===== config.mk =====
export PLATFORM = sky130hd
export DESIGN_NAME = f2i_trunc
export DESIGN_NICKNAME = d
export VERILOG_FILES = /design/src/rtl/f2i_pkg.sv /design/src/rtl/f2i_align.sv /design/src/rtl/f2i_range.sv /design/src/rtl/f2i_pack.sv /design/src/rtl/f2i_trunc.sv
export SDC_FILE = /design/constraint.sdc
export NUM_CORES = 1
export LEC_CHECK = 0
export BUFFER_PORTS_ARGS = -buffer_cell sky130_fd_sc_hd__buf_2
export CORE_UTILIZATION = 30
export CTS_BUF_LIST = sky130_fd_sc_hd__clkbuf_16
export DETAILED_ROUTE_END_ITERATION = 7
export MAX_ROUTING_LAYER = met4
export PLACE_DENSITY = 0.53
export REMOVE_ABC_BUFFERS = 1
export SYNTH_ARGS = -nofsm -noshare
export SYNTH_HDL_FRONTEND = slang
export SYNTH_HIERARCHICAL = 1
export SYNTH_SLANG_ARGS = --single-unit
export TNS_END_PERCENT = 30

===== constraint.sdc =====
create_clock -name clk_i -period 6.4 [get_ports clk_i]
set_input_delay 0 -clock clk_i [delete_from_list [all_inputs] [get_ports clk_i]]
set_output_delay 0 -clock clk_i [all_outputs]
set_load 0.005 [all_outputs]

===== src/rtl/f2i_pkg.sv =====
package f2i_pkg;

    // operand class code carried with each unpacked value
    typedef enum logic [1:0] {
        CLS_ZERO = 2'b00,
        CLS_NUM  = 2'b01,
        CLS_INF  = 2'b10,
        CLS_NAN  = 2'b11
    } fcls_e;

    parameter int F2I_INT_W  = 32;
    parameter int F2I_EXP_W  = 12;
    parameter int F2I_MANT_W = 40;

endpackage


===== src/rtl/f2i_align.sv =====
// Places the integer part of mant*2^(exp-(MANT_W-1)) into INT_W bits and
// reports whether anything non-zero sits below the binary point.
module f2i_align #(
    parameter int INT_W  = 32,
    parameter int EXP_W  = 12,
    parameter int MANT_W = 40
) (
    input  logic [EXP_W-1:0]  exp_i,
    input  logic [MANT_W-1:0] mant_i,
    output logic [INT_W-1:0]  mag_o,
    output logic              lost_o,
    output logic              big_o
);
    localparam int W    = INT_W + MANT_W;
    localparam int SH_W = $clog2(INT_W + 1);
    localparam logic signed [EXP_W-1:0] EXP_LIM = EXP_W'(INT_W);
    localparam logic signed [EXP_W-1:0] EXP_M1  = '1;

    logic signed [EXP_W-1:0] exp_s;
    logic                    tiny;
    logic [SH_W-1:0]         shamt;
    logic [W-1:0]            wide;

    always_comb begin
        exp_s = $signed(exp_i);
        big_o = (exp_s >= EXP_LIM);
        tiny  = (exp_s < EXP_M1);
        // exp+1 is 0..INT_W on the useful range, so low bits suffice
        shamt = exp_i[SH_W-1:0] + SH_W'(1);
        wide  = {{INT_W{1'b0}}, mant_i} << shamt;
        if (tiny) begin
            mag_o  = '0;
            lost_o = |mant_i;
        end else begin
            mag_o  = wide[W-1:MANT_W];
            lost_o = |wide[MANT_W-1:0];
        end
    end
endmodule


===== src/rtl/f2i_range.sv =====
// Decides whether the operand can be represented as a signed INT_W integer.
module f2i_range #(
    parameter int INT_W = 32
) (
    input  f2i_pkg::fcls_e   cls_i,
    input  logic             sign_i,
    input  logic             big_i,
    input  logic [INT_W-1:0] mag_i,
    output logic             ovf_o
);
    import f2i_pkg::*;

    logic [INT_W:0] limit;
    logic           mag_ovf;

    always_comb begin
        // 2^(INT_W-1) plus the sign: one extra code point on the negative side
        limit   = {2'b01, {(INT_W-1){1'b0}}} + (INT_W+1)'(sign_i);
        mag_ovf = ({1'b0, mag_i} >= limit);
        unique case (cls_i)
            CLS_ZERO: ovf_o = 1'b0;
            CLS_NUM:  ovf_o = big_i | mag_ovf;
            default:  ovf_o = 1'b1;
        endcase
    end
endmodule


===== src/rtl/f2i_pack.sv =====
// Forms the final integer and the two flags.
module f2i_pack #(
    parameter int INT_W = 32
) (
    input  f2i_pkg::fcls_e   cls_i,
    input  logic             sign_i,
    input  logic [INT_W-1:0] mag_i,
    input  logic             lost_i,
    input  logic             ovf_i,
    output logic [INT_W-1:0] val_o,
    output logic             inx_o,
    output logic             inv_o
);
    import f2i_pkg::*;

    logic [INT_W-1:0] sat;
    logic [INT_W-1:0] neg;

    always_comb begin
        sat = sign_i ? {1'b1, {(INT_W-1){1'b0}}} : {1'b0, {(INT_W-1){1'b1}}};
        neg = (~mag_i) + INT_W'(1);
        if (cls_i == CLS_ZERO) begin
            val_o = '0;
            inx_o = 1'b0;
            inv_o = 1'b0;
        end else if (ovf_i) begin
            val_o = sat;
            inx_o = 1'b0;
            inv_o = 1'b1;
        end else begin
            val_o = sign_i ? neg : mag_i;
            inx_o = lost_i;
            inv_o = 1'b0;
        end
    end
endmodule


===== src/rtl/f2i_trunc.sv =====
module f2i_trunc #(
    parameter int INT_W  = f2i_pkg::F2I_INT_W,
    parameter int EXP_W  = f2i_pkg::F2I_EXP_W,
    parameter int MANT_W = f2i_pkg::F2I_MANT_W
) (
    input  logic              clk_i,
    input  logic              rst_ni,
    input  logic              in_valid_i,
    input  logic [1:0]        in_class_i,
    input  logic              in_sign_i,
    input  logic [EXP_W-1:0]  in_exp_i,
    input  logic [MANT_W-1:0] in_mant_i,
    output logic              out_valid_o,
    output logic [INT_W-1:0]  out_int_o,
    output logic              out_inexact_o,
    output logic              out_invalid_o
);
    import f2i_pkg::*;

    typedef struct packed {
        logic             vld;
        logic [INT_W-1:0] val;
        logic             inx;
        logic             inv;
    } res_t;

    fcls_e            cls;
    logic [INT_W-1:0] mag;
    logic             lost;
    logic             big;
    logic             ovf;
    logic [INT_W-1:0] val;
    logic             inx;
    logic             inv;
    res_t             res_d;
    res_t             res_q;

    assign cls = fcls_e'(in_class_i);

    f2i_align #(.INT_W(INT_W), .EXP_W(EXP_W), .MANT_W(MANT_W)) u_align (
        .exp_i  (in_exp_i),
        .mant_i (in_mant_i),
        .mag_o  (mag),
        .lost_o (lost),
        .big_o  (big)
    );

    f2i_range #(.INT_W(INT_W)) u_range (
        .cls_i  (cls),
        .sign_i (in_sign_i),
        .big_i  (big),
        .mag_i  (mag),
        .ovf_o  (ovf)
    );

    f2i_pack #(.INT_W(INT_W)) u_pack (
        .cls_i  (cls),
        .sign_i (in_sign_i),
        .mag_i  (mag),
        .lost_i (lost),
        .ovf_i  (ovf),
        .val_o  (val),
        .inx_o  (inx),
        .inv_o  (inv)
    );

    always_comb begin
        res_d     = res_q;
        res_d.vld = in_valid_i;
        if (in_valid_i) begin
            res_d.val = val;
            res_d.inx = inx;
            res_d.inv = inv;
        end
    end

    always_ff @(posedge clk_i) begin
        if (!rst_ni) res_q <= '0;
        else         res_q <= res_d;
    end

    assign out_valid_o   = res_q.vld;
    assign out_int_o     = res_q.val;
    assign out_inexact_o = res_q.inx;
    assign out_invalid_o = res_q.inv;
endmodule


==> results of run 1 <==
[registers in the layout, summed over array words and instances, names as in the netlist]
name           cells
out_inexact_o      1
out_valid_o        1
out_int_o         32
out_invalid_o      1
[cell usage in the layout (no fill, tap or decap), types with 4 or more instances in the layout]
master / n
buf_2: 92
nand3_1: 20
clkbuf_16: 5
o32ai_1: 6
nand2_1: 71
or2_2: 6
o21ai_0: 26
a22oi_1: 9
mux2_2: 40
o22a_1: 13
nor4_1: 31
a21oi_1: 39
o311ai_0: 4
o22ai_1: 7
dfxtp_1: 35
inv_1: 8
nand2b_1: 16
o211ai_1: 6
nor3_1: 53
nor2b_1: 44
or4_1: 8
nor3b_1: 9
a311oi_1: 7
mux4_2: 19
nand4_1: 16
a211oi_1: 10
nor2_1: 132
buf_4: 19
o41ai_1: 7
and3_1: 8
a31oi_1: 9
or3_1: 4
mux2i_1: 117
nor4_2: 4
[routing by layer]
layer / global-route usage / part of all wire / routed length (µm)
met1: 0.317 / 0.49 / 12600
met2: 0.343 / 0.44 / 11200
met3: 0.0294 / 0.059 / 1520
met4: 0.0403 / 0.017 / 446
met5: - / 0 / 0
[Yosys cell counts (3+ instances only)]
master	n
o32ai_1	6
a311oi_1	7
o41ai_1	7
and2_1	3
or4_1	8
nand3_1	20
o22a_1	13
nand2_1	71
a211oi_1	10
nor3_1	53
dfxtp_1	35
nor2b_1	44
nand4_1	16
o31ai_1	3
mux2_2	40
nor4_2	4
nor2_1	132
nor4_1	31
buf_1	5
a31oi_1	9
o21ai_0	26
o311ai_0	4
and3_1	8
mux4_2	19
a2111oi_0	3
buf_12	3
o211a_1	3
or2_2	6
ha_1	4
clkbuf_1	36
o22ai_1	7
buf_6	4
a32oi_1	3
or4_4	3
mux2i_1	117
a22oi_1	9
nand2b_1	16
or3_1	4
a21oi_1	39
xor2_1	3
o211ai_1	6
nor3b_1	9
inv_1	8
buf_2	27
[power by group through the flow]
stage	Clock (mW)	Sequential (mW)	Combinational, mW
final	0.289	0.242	0.880
after global routing	0.306	0.245	0.948
after CTS	0.295	0.243	0.862
after detailed placement	0	0.247	0.859
after global placement	0	0.248	0.866
after floorplan	0	0.248	0.574
[cell type report]
class / instances / area, µm² / share of cell area
sequential: 35 / 701 / 0.0922
tap: 280 / 350 / 0.0461
inverter: 9 / 33.8 / 0.00445
timing repair buffer: 113 / 643 / 0.0847
clock inverter: 3 / 47.5 / 0.00626
clock buffer: 5 / 125 / 0.0165
multi-input combinational: 795 / 5700 / 0.750
[metrics by stage]
step | setup slack (ps) | instance area (µm²)
global route | 836 | 7600
CTS | 1410 | 7600
floorplan | -921 | 6350
global placement | 1120 | 7420
finish | 1300 | 7600
detailed placement | 1120 | 7420
[critical path, delay by kind of cell]
family	cells	cell delay [ps]
and+or+nand+nor	7	1400
AOI/OAI and AO/OA	6	1350
muxes	4	1020
buffers and inverters	4	850
adders and majority gates	1	650
[logic make-up (layout without fill, tap and decap cells)]
family | count (synthesis) | count (layout)
buffers and inverters | 86 | 130
and+or+nand+nor | 433 | 433
AOI/OAI and AO/OA | 174 | 174
adders and majority gates | 4 | 4
muxes | 176 | 176
xor gates and xnor gates | 8 | 8
DFF | 35 | 35
[worst max-delay path by stage]
stage	startpoint	endpoint	slack, ps	depth (start not counted)
after floorplan	in_exp_i[0]	out_int_o[27]	-920	22
after global placement	in_exp_i[0]	out_int_o[20]	1120	22
after detailed placement	in_exp_i[0]	out_int_o[20]	1120	22
after CTS	in_exp_i[0]	out_int_o[20]	1410	22
after global routing	in_exp_i[0]	out_int_o[30]	840	20
final	in_exp_i[0]	out_int_o[20]	1300	22
==> summary.md, run 1 <==
| Metric | Value |
|---|---|
| Initial Util | `0.308` |
| Synthesized area per cell | `7.38 µm²` |
| Post-synth top area cell | `mux2i_1` |
| RR Endpoint | `out_int_o[24]` |
| Cells on worst reg2reg path | `2` |
| Htree depth | `2` |
| CP required | `6620 ps` |
| Cts repair resizes | `0` |
| Static Leak | `3.07 nW` |
| Failing checks | `DRC` |
| Synth Area in Adders | `0.00740` |
| Post-synth cell types | `68` |
| Reg2reg start | `out_int_o[24]` |
| Reg2Reg Setup Slack | `5730 ps` |
| Post-Layout Cell Count | `1240` |
| CTS Buf Count | `5` |
| Clock Latency Late Sink | `280 ps` |
| Slew Viols, Final | `0` |
| # Post-CTS Setup Buffers | `0` |
| Hold crit path type | `primary input to flip-flop` |
| Final hold slack | `194 ps` |
| Status | `finished, violations left` |
| Antenna Nets Post-Route | `0` |
| Seq/Total Area, Yosys | `0.104` |
| Cells after DPL | `1232` |
| Largest net degree at the start of global routing | `75` |
| Sw Pwr | `0.659 mW` |
| Via count | `7345` |
| # nets final | `1021` |
| Final wirelength | `25700 µm` |
| IO Pins | `93` |
| Largest cells by area after synthesis | `mux2i_1 (17%), dfxtp_1 (10%), nor2_1 (7.3%)` |
| Largest family of logic cells by synthesized area | `simple AND/OR/NAND/NOR gates` |
| Mux share of post-synthesis cell area | `0.303` |
| Number of synthesized flops with an enable pin | `0` |
| # rows | `54` |
| Crit path kind | `primary input to flip-flop` |
| Port Buf Inserts | `92` |
| CP most frequent cell | `mux2i_1` |
| Hold Violations, Final | `0` |
| Die H | `152 µm` |
| 1st-iter DRT viols | `766` |
| Async SR Flop Fraction | `0` |
| Final min period | `5100 ps` |
| Predominant post-synthesis flop cell | `dfxtp_1` |
| Core area | `22000 µm²` |
| Xor/xnor cell area share of the yosys netlist | `0.0137` |
| Slew @ Worst Pin | `1170 ps` |
| Final setup viols | `0` |
| Clock network power share | `0.205` |
| CP max stage delay | `650 ps` |
| Max-cap violations | `0` |
| Global route total overflow | `0` |
| Hold path endpoint | `out_int_o[24]` |
| Die Area | `23100 µm²` |
| Clock slew at reported path FFs | `60 ps` |
| Synth top area share | `0.173` |
| Max frequency | `0.196 GHz` |
| Hold wc startpoint | `in_class_i[1]` |
| Via density | `5.92` |
| Setup_tns | `0 ps` |
| Synth Area in Simple Gates | `0.326` |
| P_int | `0.753 mW` |
| Total Routing Usage GR | `0.225` |
| Crit-path cells | `buf_2, clkinv_1, ha_2, buf_12, mux2i_1, mux2i_1, mux2_2, or2_2, a31oi_1, nor2_1, a21oi_1, nor2_1, nor4_1, nand4_1, o211ai_1, nand2_1, buf_4, o31ai_1, o21ai_0, a21oi_1, mux2i_1, nor2b_1` |
| Drt first pass iters | `6` |
| Initial antenna violation count | `0` |
| PD cells | `186 nW/µm²` |
| WL/cell | `20.7 µm` |
| VDD IR max | `116 µV` |
| Combinational Power Share | `0.624` |
| Remaining DRCs | `11` |
| Area growth, synth to finish | `12.3%` |
| Mapped Area | `6760 µm²` |
| Final Wtd Congestion | `0.989` |
| Global-route wire length before repair | `40800 µm` |
| Width of the die | `152 µm` |
| Layout cells sized above 1 | `0.216` |
| Clock Sinks | `35` |
| Hold-fix buffers, CTS | `0` |
| Max FO, Critical Path | `47` |
| Hold path depth | `4` |
| Critical path arrival | `5320 ps` |
| Clock buffer depth | `2` |
| Synth Area in Compound Gates | `0.181` |
| Final core occ | `0.346` |
| N_diodes | `0` |
| Yosys warns | `6` |
| FF+latch count, synth | `35` |
| Critical Path Source Type | `primary input` |
| RSZ-0062 raised after global routing | `no` |
| Skew final | `0 ps` |
| Vias in the first global route | `6856` |
| Flop pwr share | `0.172` |
| CP max stage cell | `ha_2` |
| Dpl hpwl | `19800 µm` |
| Max-slew headroom | `0.212` |
| Switching share of power | `0.467` |
| Mapped Cells | `916` |
| Overall Power | `1.41 mW` |
| Clock tree from TritonCTS | `built` |
| Root buffer selected by CTS | `clkbuf_16` |
| CP Capture Type | `flip-flop` |
| Ratio of final minimum period to clock period | `0.797` |
| FILL cells | `2343` |
Note: power is estimated with default switching activity, not from simulation.
==> run 2, diff against run 1 <==
--- a/config.mk
+++ b/config.mk
@@ -5,6 +5,7 @@
 export SDC_FILE = /design/constraint.sdc
 export NUM_CORES = 1
 export LEC_CHECK = 0
+export ABC_AREA = 1
 export BUFFER_PORTS_ARGS = -buffer_cell sky130_fd_sc_hd__buf_2
 export CORE_UTILIZATION = 30
 export CTS_BUF_LIST = sky130_fd_sc_hd__clkbuf_16
==> constraint.sdc (replaced) <==
create_clock -name clk_i -period 5.35 [get_ports clk_i]
set_input_delay 0 -clock clk_i [delete_from_list [all_inputs] [get_ports clk_i]]
set_output_delay 0 -clock clk_i [all_outputs]
set_load 0.005 [all_outputs]
==> run 2 against run 1 <==
Compared with the run above:
- the run now ends clean
- clock-buffer cell count stayed put
- clock power decreased by 6%
- non-clock buffer count is 1 lower
- core utilization fell by 0.34 points
- sequential power increased by 21%
- final cell count up 25%
- hold slack better by 18 ps
- combinational power up 2.8%
==> summary.md, run 2 <==
| Metric | Value |
|---|---|
| Clock network power share | `0.185` |
| Mux share of post-synthesis cell area | `0` |
| Initial Util | `0.307` |
| Post-synth top area cell | `nand3_1` |
| CTS Buf Count | `5` |
| Hold Violations, Final | `0` |
| Core area | `20200 µm²` |
| Buffers & Inverters on Critical Path | `10` |
| IO Pins | `93` |
| Clock Sinks | `35` |
| CP required | `5570 ps` |
| Mapped Cells | `1224` |
| Drt first pass iters | `7` |
| # nets final | `1340` |
| Largest net degree at the start of global routing | `70` |
| Smallest setup slack after layout | `898 ps` |
| Overall Power | `1.47 mW` |
| Antenna Nets Post-Route | `0` |
| Area growth, synth to finish | `11.7%` |
| Clock buffer depth | `2` |
| Crit path kind | `primary input to flip-flop` |
| Number of synthesized flops with an enable pin | `0` |
| Final Wtd Congestion | `0.982` |
| Mapped Area | `6210 µm²` |
| Max-cap violations | `0` |
| Final setup viols | `0` |
| Multi-input logic area | `4680 µm²` |
| Skew final | `0 ps` |
| Commonest non-fill, non-tap cells in the layout | `nand2_1 (351), nand3_1 (307), nor2_1 (172)` |
| Place WS | `716 ps` |
| Clock Latency Late Sink | `270 ps` |
| Largest cells by area after synthesis | `nand3_1 (25%), nand2_1 (21%), dfxtp_1 (11%)` |
| Via count | `7963` |
| Most common cell after layout, fill and taps aside | `nand2_1` |
| Yosys warns | `6` |
| Final instance area | `6930 µm²` |
| Clock tree from TritonCTS | `built` |
| Synth Area in Compound Gates | `0.0980` |
| # rows | `52` |
| Crit-path leading delay family | `buffers and inverters` |
| Vias in the first global route | `7132` |
| CP max stage delay | `540 ps` |
| Final min period | `4450 ps` |
| PD cells | `212 nW/µm²` |
| Predominant post-synthesis flop cell | `dfxtp_1` |
| Largest family of logic cells by synthesized area | `simple AND/OR/NAND/NOR gates` |
| Sw Pwr | `0.733 mW` |
| Status | `complete, no violations` |
| Seq/Total Area, Yosys | `0.113` |
| Remaining DRCs | `0` |
| Max FO, Critical Path | `21` |
| Xor/xnor cell area share of the yosys netlist | `0.00726` |
| Ratio of final minimum period to clock period | `0.832` |
| CP most frequent cell | `nand2_1` |
| Dpl hpwl | `18700 µm` |
| Hold-fix buffers, CTS | `0` |
| Slew Viols, Final | `0` |
| Max frequency | `0.225 GHz` |
| Via density | `5.14` |
| Die Area | `21300 µm²` |
| N_diodes | `0` |
| Max reg flops | `32` |
| Async SR Flop Fraction | `0` |
| Critical Path Source Type | `primary input` |
| RSZ-0062 raised after global routing | `no` |
| Layout cells sized above 1 | `0.128` |
| VDD IR max | `99.1 µV` |
| Synth Area in Adders | `0.00806` |
| Final core occ | `0.343` |
| Critical path arrival | `4670 ps` |
| Initial antenna violation count | `0` |
| Width of the die | `146 µm` |
| WL/cell | `14.9 µm` |
| P_int | `0.738 mW` |
| Htree depth | `2` |
| CP max stage cell | `clkinv_1` |
| FILL cells | `2375` |
| Switching share of power | `0.498` |
| Synth Area in Simple Gates | `0.640` |
| Max-slew headroom | `0.248` |
| Root buffer selected by CTS | `clkbuf_16` |
| 1st-iter DRT viols | `747` |
| CP Capture Type | `flip-flop` |
| Final wirelength | `23100 µm` |
| Port Buf Inserts | `92` |
| Register Area | `701 µm²` |
| Synth top area share | `0.248` |
| Total Routing Usage GR | `0.222` |
| Most instantiated cells after synthesis | `nand2_1 (351), nand3_1 (307), nor2_1 (172)` |
| Global route total overflow | `0` |
| Flop pwr share | `0.199` |
| Static Leak | `3.64 nW` |
| Post-synth cell types | `44` |
| Reg2Reg Setup Slack | `4760 ps` |
| Dpl cell area | `6800 µm²` |
| Synthesized area per cell | `5.07 µm²` |
| Cts repair resizes | `0` |
| Cells after DPL | `1541` |
| Combinational Power Share | `0.616` |
| Hold crit path type | `primary input to flip-flop` |
| Global-route wire length before repair | `37500 µm` |
| Count leader, synth | `nand2_1` |
| Slew @ Worst Pin | `1130 ps` |
| Post-Layout Cell Count | `1548` |
| Die H | `146 µm` |
| Clock slew at reported path FFs | `50 ps` |
| FF+latch count, synth | `35` |
| # Post-CTS Setup Buffers | `0` |
## run 2: cell types whose count changed after synthesis, sizes merged, moves of 32 or more
cell,delta
inv,+111
mux2,-40
mux2i,-117
nand2,+291
nand3,+288
nor2,+54
nor2b,-44
nor3,-51
o21ai,+32
## run 2: area by class of cell
cell class / instances / area share
Timing Repair Buffer: 112 / 0.0899
Tap cell: 270 / 0.0487
Inverter: 121 / 0.0662
Clock buffer: 5 / 0.0181
Clock inverter: 2 / 0.00126
Multi-Input combinational cell: 1003 / 0.675
Sequential cell: 35 / 0.101
## run 2: worst register-to-register path, stage by stage (launching register included)
cell     delay [ps]
dfxtp_1         330
nor2_1           50
nor2_1          140
## run 2: power groups by stage
stage	Combinational, mW	Sequential, mW	Clock [mW]
floorplan	0.605	0.300	0
global route	1.02	0.295	0.294
finish	0.905	0.292	0.272
detailed placement	0.891	0.298	0
CTS	0.894	0.293	0.284
global placement	0.897	0.298	0
## run 2: kinds of logic after synthesis
group | count (synthesis)
compound gates | 102
fa+ha+maj | 4
buf+inv | 186
simple gates | 894
xor+xnor | 3
flops | 35
## run 2: per-stage QoR
step / setup TNS, ps / hold WS, ps
3_5_place_dp: 0 / 379
5_1_grt: 0 / 270
6_report: 0 / 213
3_3_place_gp: 0 / 377
2_1_floorplan: -951 / 93.5
4_1_cts: 0 / 210
## run 2: layer usage
metal / up-vias / GRT usage / share of wire
met1: 3603 / 0.310 / 0.50
met3: 24 / 0.0223 / 0.041
met5: - / - / 0
met4: 0 / 0.0437 / 0.015
li1: 4140 / - / -
met2: 196 / 0.345 / 0.44
## run 2: final timing paths
path,startpoint,to,cells after the start
hold / removal,in_class_i[0],out_invalid_o,7
setup / recovery,in_exp_i[0],out_int_o[24],34
setup reg to reg,out_int_o[14],out_int_o[14],2
hold reg to reg,out_int_o[7],out_int_o[7],2
==> run 3, diff against run 2 <==
--- a/config.mk
+++ b/config.mk
@@ -5,7 +5,7 @@
 export SDC_FILE = /design/constraint.sdc
 export NUM_CORES = 1
 export LEC_CHECK = 0
-export ABC_AREA = 1
+export ABC_AREA = 0
 export BUFFER_PORTS_ARGS = -buffer_cell sky130_fd_sc_hd__buf_2
 export CORE_UTILIZATION = 30
 export CTS_BUF_LIST = sky130_fd_sc_hd__clkbuf_16
==> constraint.sdc (replaced) <==
create_clock -name clk_i -period 4.65 [get_ports clk_i]
set_input_delay 0 -clock clk_i [delete_from_list [all_inputs] [get_ports clk_i]]
set_output_delay 0 -clock clk_i [all_outputs]
set_load 0.005 [all_outputs]
==> run 3 against run 2 <==
Compared with the run above:
- the run now ends with DRC left
- sequential share of layout area is 2.2 points lower
- worst setup slack worse by 600 ps
- hold slack worse by 34 ps
- die area is 8.8% higher
- clock power is 23% higher
- register-to-register slack worse by 760 ps
- critical endpoint is now out_int_o[17]
- largest power group unchanged
- highest routed layer unchanged
==> summary.md, run 3 (same netlist as run 1, synthesis figures left out) <==
| Metric | Value |
|---|---|
| Most common cell after layout, fill and taps aside | `buf_4` |
| Total Routing Usage GR | `0.241` |
| Drt first pass iters | `8` |
| Initial antenna violation count | `0` |
| Global route total overflow | `0` |
| Static Leak | `3.86 nW` |
| Die H | `152 µm` |
| Die Area | `23100 µm²` |
| Global-route wire length before repair | `43400 µm` |
| Max frequency | `0.230 GHz` |
| WL/cell | `19.7 µm` |
| Crit path kind | `primary input to flip-flop` |
| # Post-CTS Setup Buffers | `0` |
| VDD IR max | `140 µV` |
| PD cells | `244 nW/µm²` |
| Root buffer selected by CTS | `clkbuf_16` |
| Max-slew headroom | `0.269` |
| Max FO, Critical Path | `10` |
| Core area | `22000 µm²` |
| Via count | `8033` |
| Dpl hpwl | `22000 µm` |
| CP Capture Type | `flip-flop` |
| Commonest non-fill, non-tap cells in the layout | `buf_4 (176), nor2_1 (132), mux2i_1 (117)` |
| Ratio of final minimum period to clock period | `0.935` |
| Vias in the first global route | `7554` |
| Status | `finished, violations left` |
| Clock slew at reported path FFs | `60 ps` |
| Via density | `5.73` |
| Cells on worst reg2reg path | `2` |
| Initial Util | `0.308` |
| 1st-iter DRT viols | `702` |
| Width of the die | `152 µm` |
| RSZ-0062 raised after global routing | `no` |
| Failing checks | `DRC` |
| Hold crit path type | `primary input to flip-flop` |
| Critical Path Source Type | `primary input` |
| Dpl cell area | `8680 µm²` |
| Area growth, synth to finish | `30.8%` |
| Final wirelength | `27500 µm` |
| FILL cells | `2323` |
| Slew @ Worst Pin | `1100 ps` |
| Clock tree from TritonCTS | `built` |
| IO Pins | `93` |
| Final core occ | `0.403` |
| # rows | `54` |
| Remaining DRCs | `10` |
| Critical path arrival | `4570 ps` |
| Layout cells sized above 1 | `0.329` |
| Final instance area | `8840 µm²` |
| Max-cap violations | `0` |
| Skew final | `0 ps` |
| # nets final | `1182` |
| RR Endpoint | `out_int_o[11]` |
| Htree depth | `2` |
| Port Buf Inserts | `92` |
| Setup_tns | `0 ps` |
| Reg2Reg Setup Slack | `4000 ps` |
| Final Wtd Congestion | `0.958` |
| Hold wc startpoint | `in_class_i[1]` |
| Hold Violations, Final | `0` |
| CTS Buf Count | `5` |
| Register Area | `701 µm²` |
| CP required | `4870 ps` |
| Largest net degree at the start of global routing | `74` |
| Max reg flops | `32` |
| Final setup viols | `0` |
| Clock buffer depth | `2` |
| Slew Viols, Final | `0` |
| Clock Sinks | `35` |
| Clock Latency Late Sink | `280 ps` |
| Multi-input logic area | `5720 µm²` |
| Final min period | `4350 ps` |
| Antenna Nets Post-Route | `0` |
| Reg2reg start | `out_int_o[11]` |
| Hold path endpoint | `out_int_o[24]` |
| Hold path depth | `4` |
| Final hold slack | `178 ps` |
| N_diodes | `0` |
-- run 3: cell types whose count changed in the layout (fill, tap and decap cells not counted), sizes merged, moves of 16 or more --
cell,previous run,this run
mux2i,0,117
nand3,308,20
mux4,0,19
nor4,12,36
nor2b,0,44
a21oi,21,39
buf,112,274
o21ai,59,27
nand2,362,71
inv,119,9
nand2b,0,16
mux2,0,40
nor2,186,132
nor3,3,54
-- run 3: per-layer routing --
metal | part of all wire | routed length [µm] | vias up | GRT usage
li1 | - | - | 3861 | -
met1 | 0.49 | 13400 | 3829 | 0.354
met2 | 0.44 | 12000 | 317 | 0.367
met3 | 0.064 | 1760 | 26 | 0.0188
met4 | 0.014 | 372 | 0 | 0.0316
met5 | 0 | 0 | - | -
-- run 3: worst max-delay path, cell delays in order --
cell and delay (ps):
buf_2 100, clkinv_1 170, ha_4 400, buf_4 160, mux2_2 370, mux4_2 470, o21ai_0 630, o22a_1 260
nor2_1 80, or4_4 590, buf_4 160, nor3_1 320, nand3_1 150, and3_1 210, nor4_1 250, mux2i_1 110
nor2b_1 130
-- run 3: cell type report --
class,count,area share
clock inverter,3,0.00184
clock buffer,5,0.0141
multi-input combinational,795,0.646
sequential,35,0.0792
inverter,9,0.00382
timing repair buffer,274,0.215
tap,280,0.0396
-- run 3: worst max-delay path by stage --
stage | start | end | slack (ps) | cells past startpoint
after floorplan | in_exp_i[0] | out_int_o[27] | -2670 | 22
after global placement | in_exp_i[0] | out_int_o[26] | 30 | 22
after detailed placement | in_exp_i[0] | out_int_o[30] | 7 | 25
after CTS | in_exp_i[0] | out_int_o[17] | 280 | 20
after global routing | in_exp_i[0] | out_int_o[19] | 40 | 21
final | in_exp_i[0] | out_int_o[17] | 300 | 17
-- run 3: where the power goes --
| group | total [mW] | leakage [nW] | switching (mW) | internal, mW |
|---|---|---|---|---|
| Clock | 0.335 | 0.0710 | 0.139 | 0.196 |
| Sequential | 0.334 | 0.287 | 0.0108 | 0.323 |
| Combinational | 1.49 | 3.50 | 0.811 | 0.675 |
| Total | 2.15 | 3.86 | 0.961 | 1.19 |
-- run 3: metrics by stage --
| step | cells | power (mW) | setup WS [ps] |
|---|---|---|---|
| finish | 1401 | 2.15 | 302 |
| floorplan | 839 | 1.13 | -2670 |
| global placement | 1393 | 1.80 | 33.9 |
| global route | 1401 | 2.29 | 38.9 |
| detailed placement | 1393 | 1.79 | 7.14 |
| CTS | 1401 | 2.14 | 281 |
-- run 3: timing repair --
action | 4_1_cts | 5_1_grt
resized for setup | 0 | 4
hold endpoints to repair | 0 | 0
hold buffers | 0 | 0
setup endpoints to repair | 0 | 8
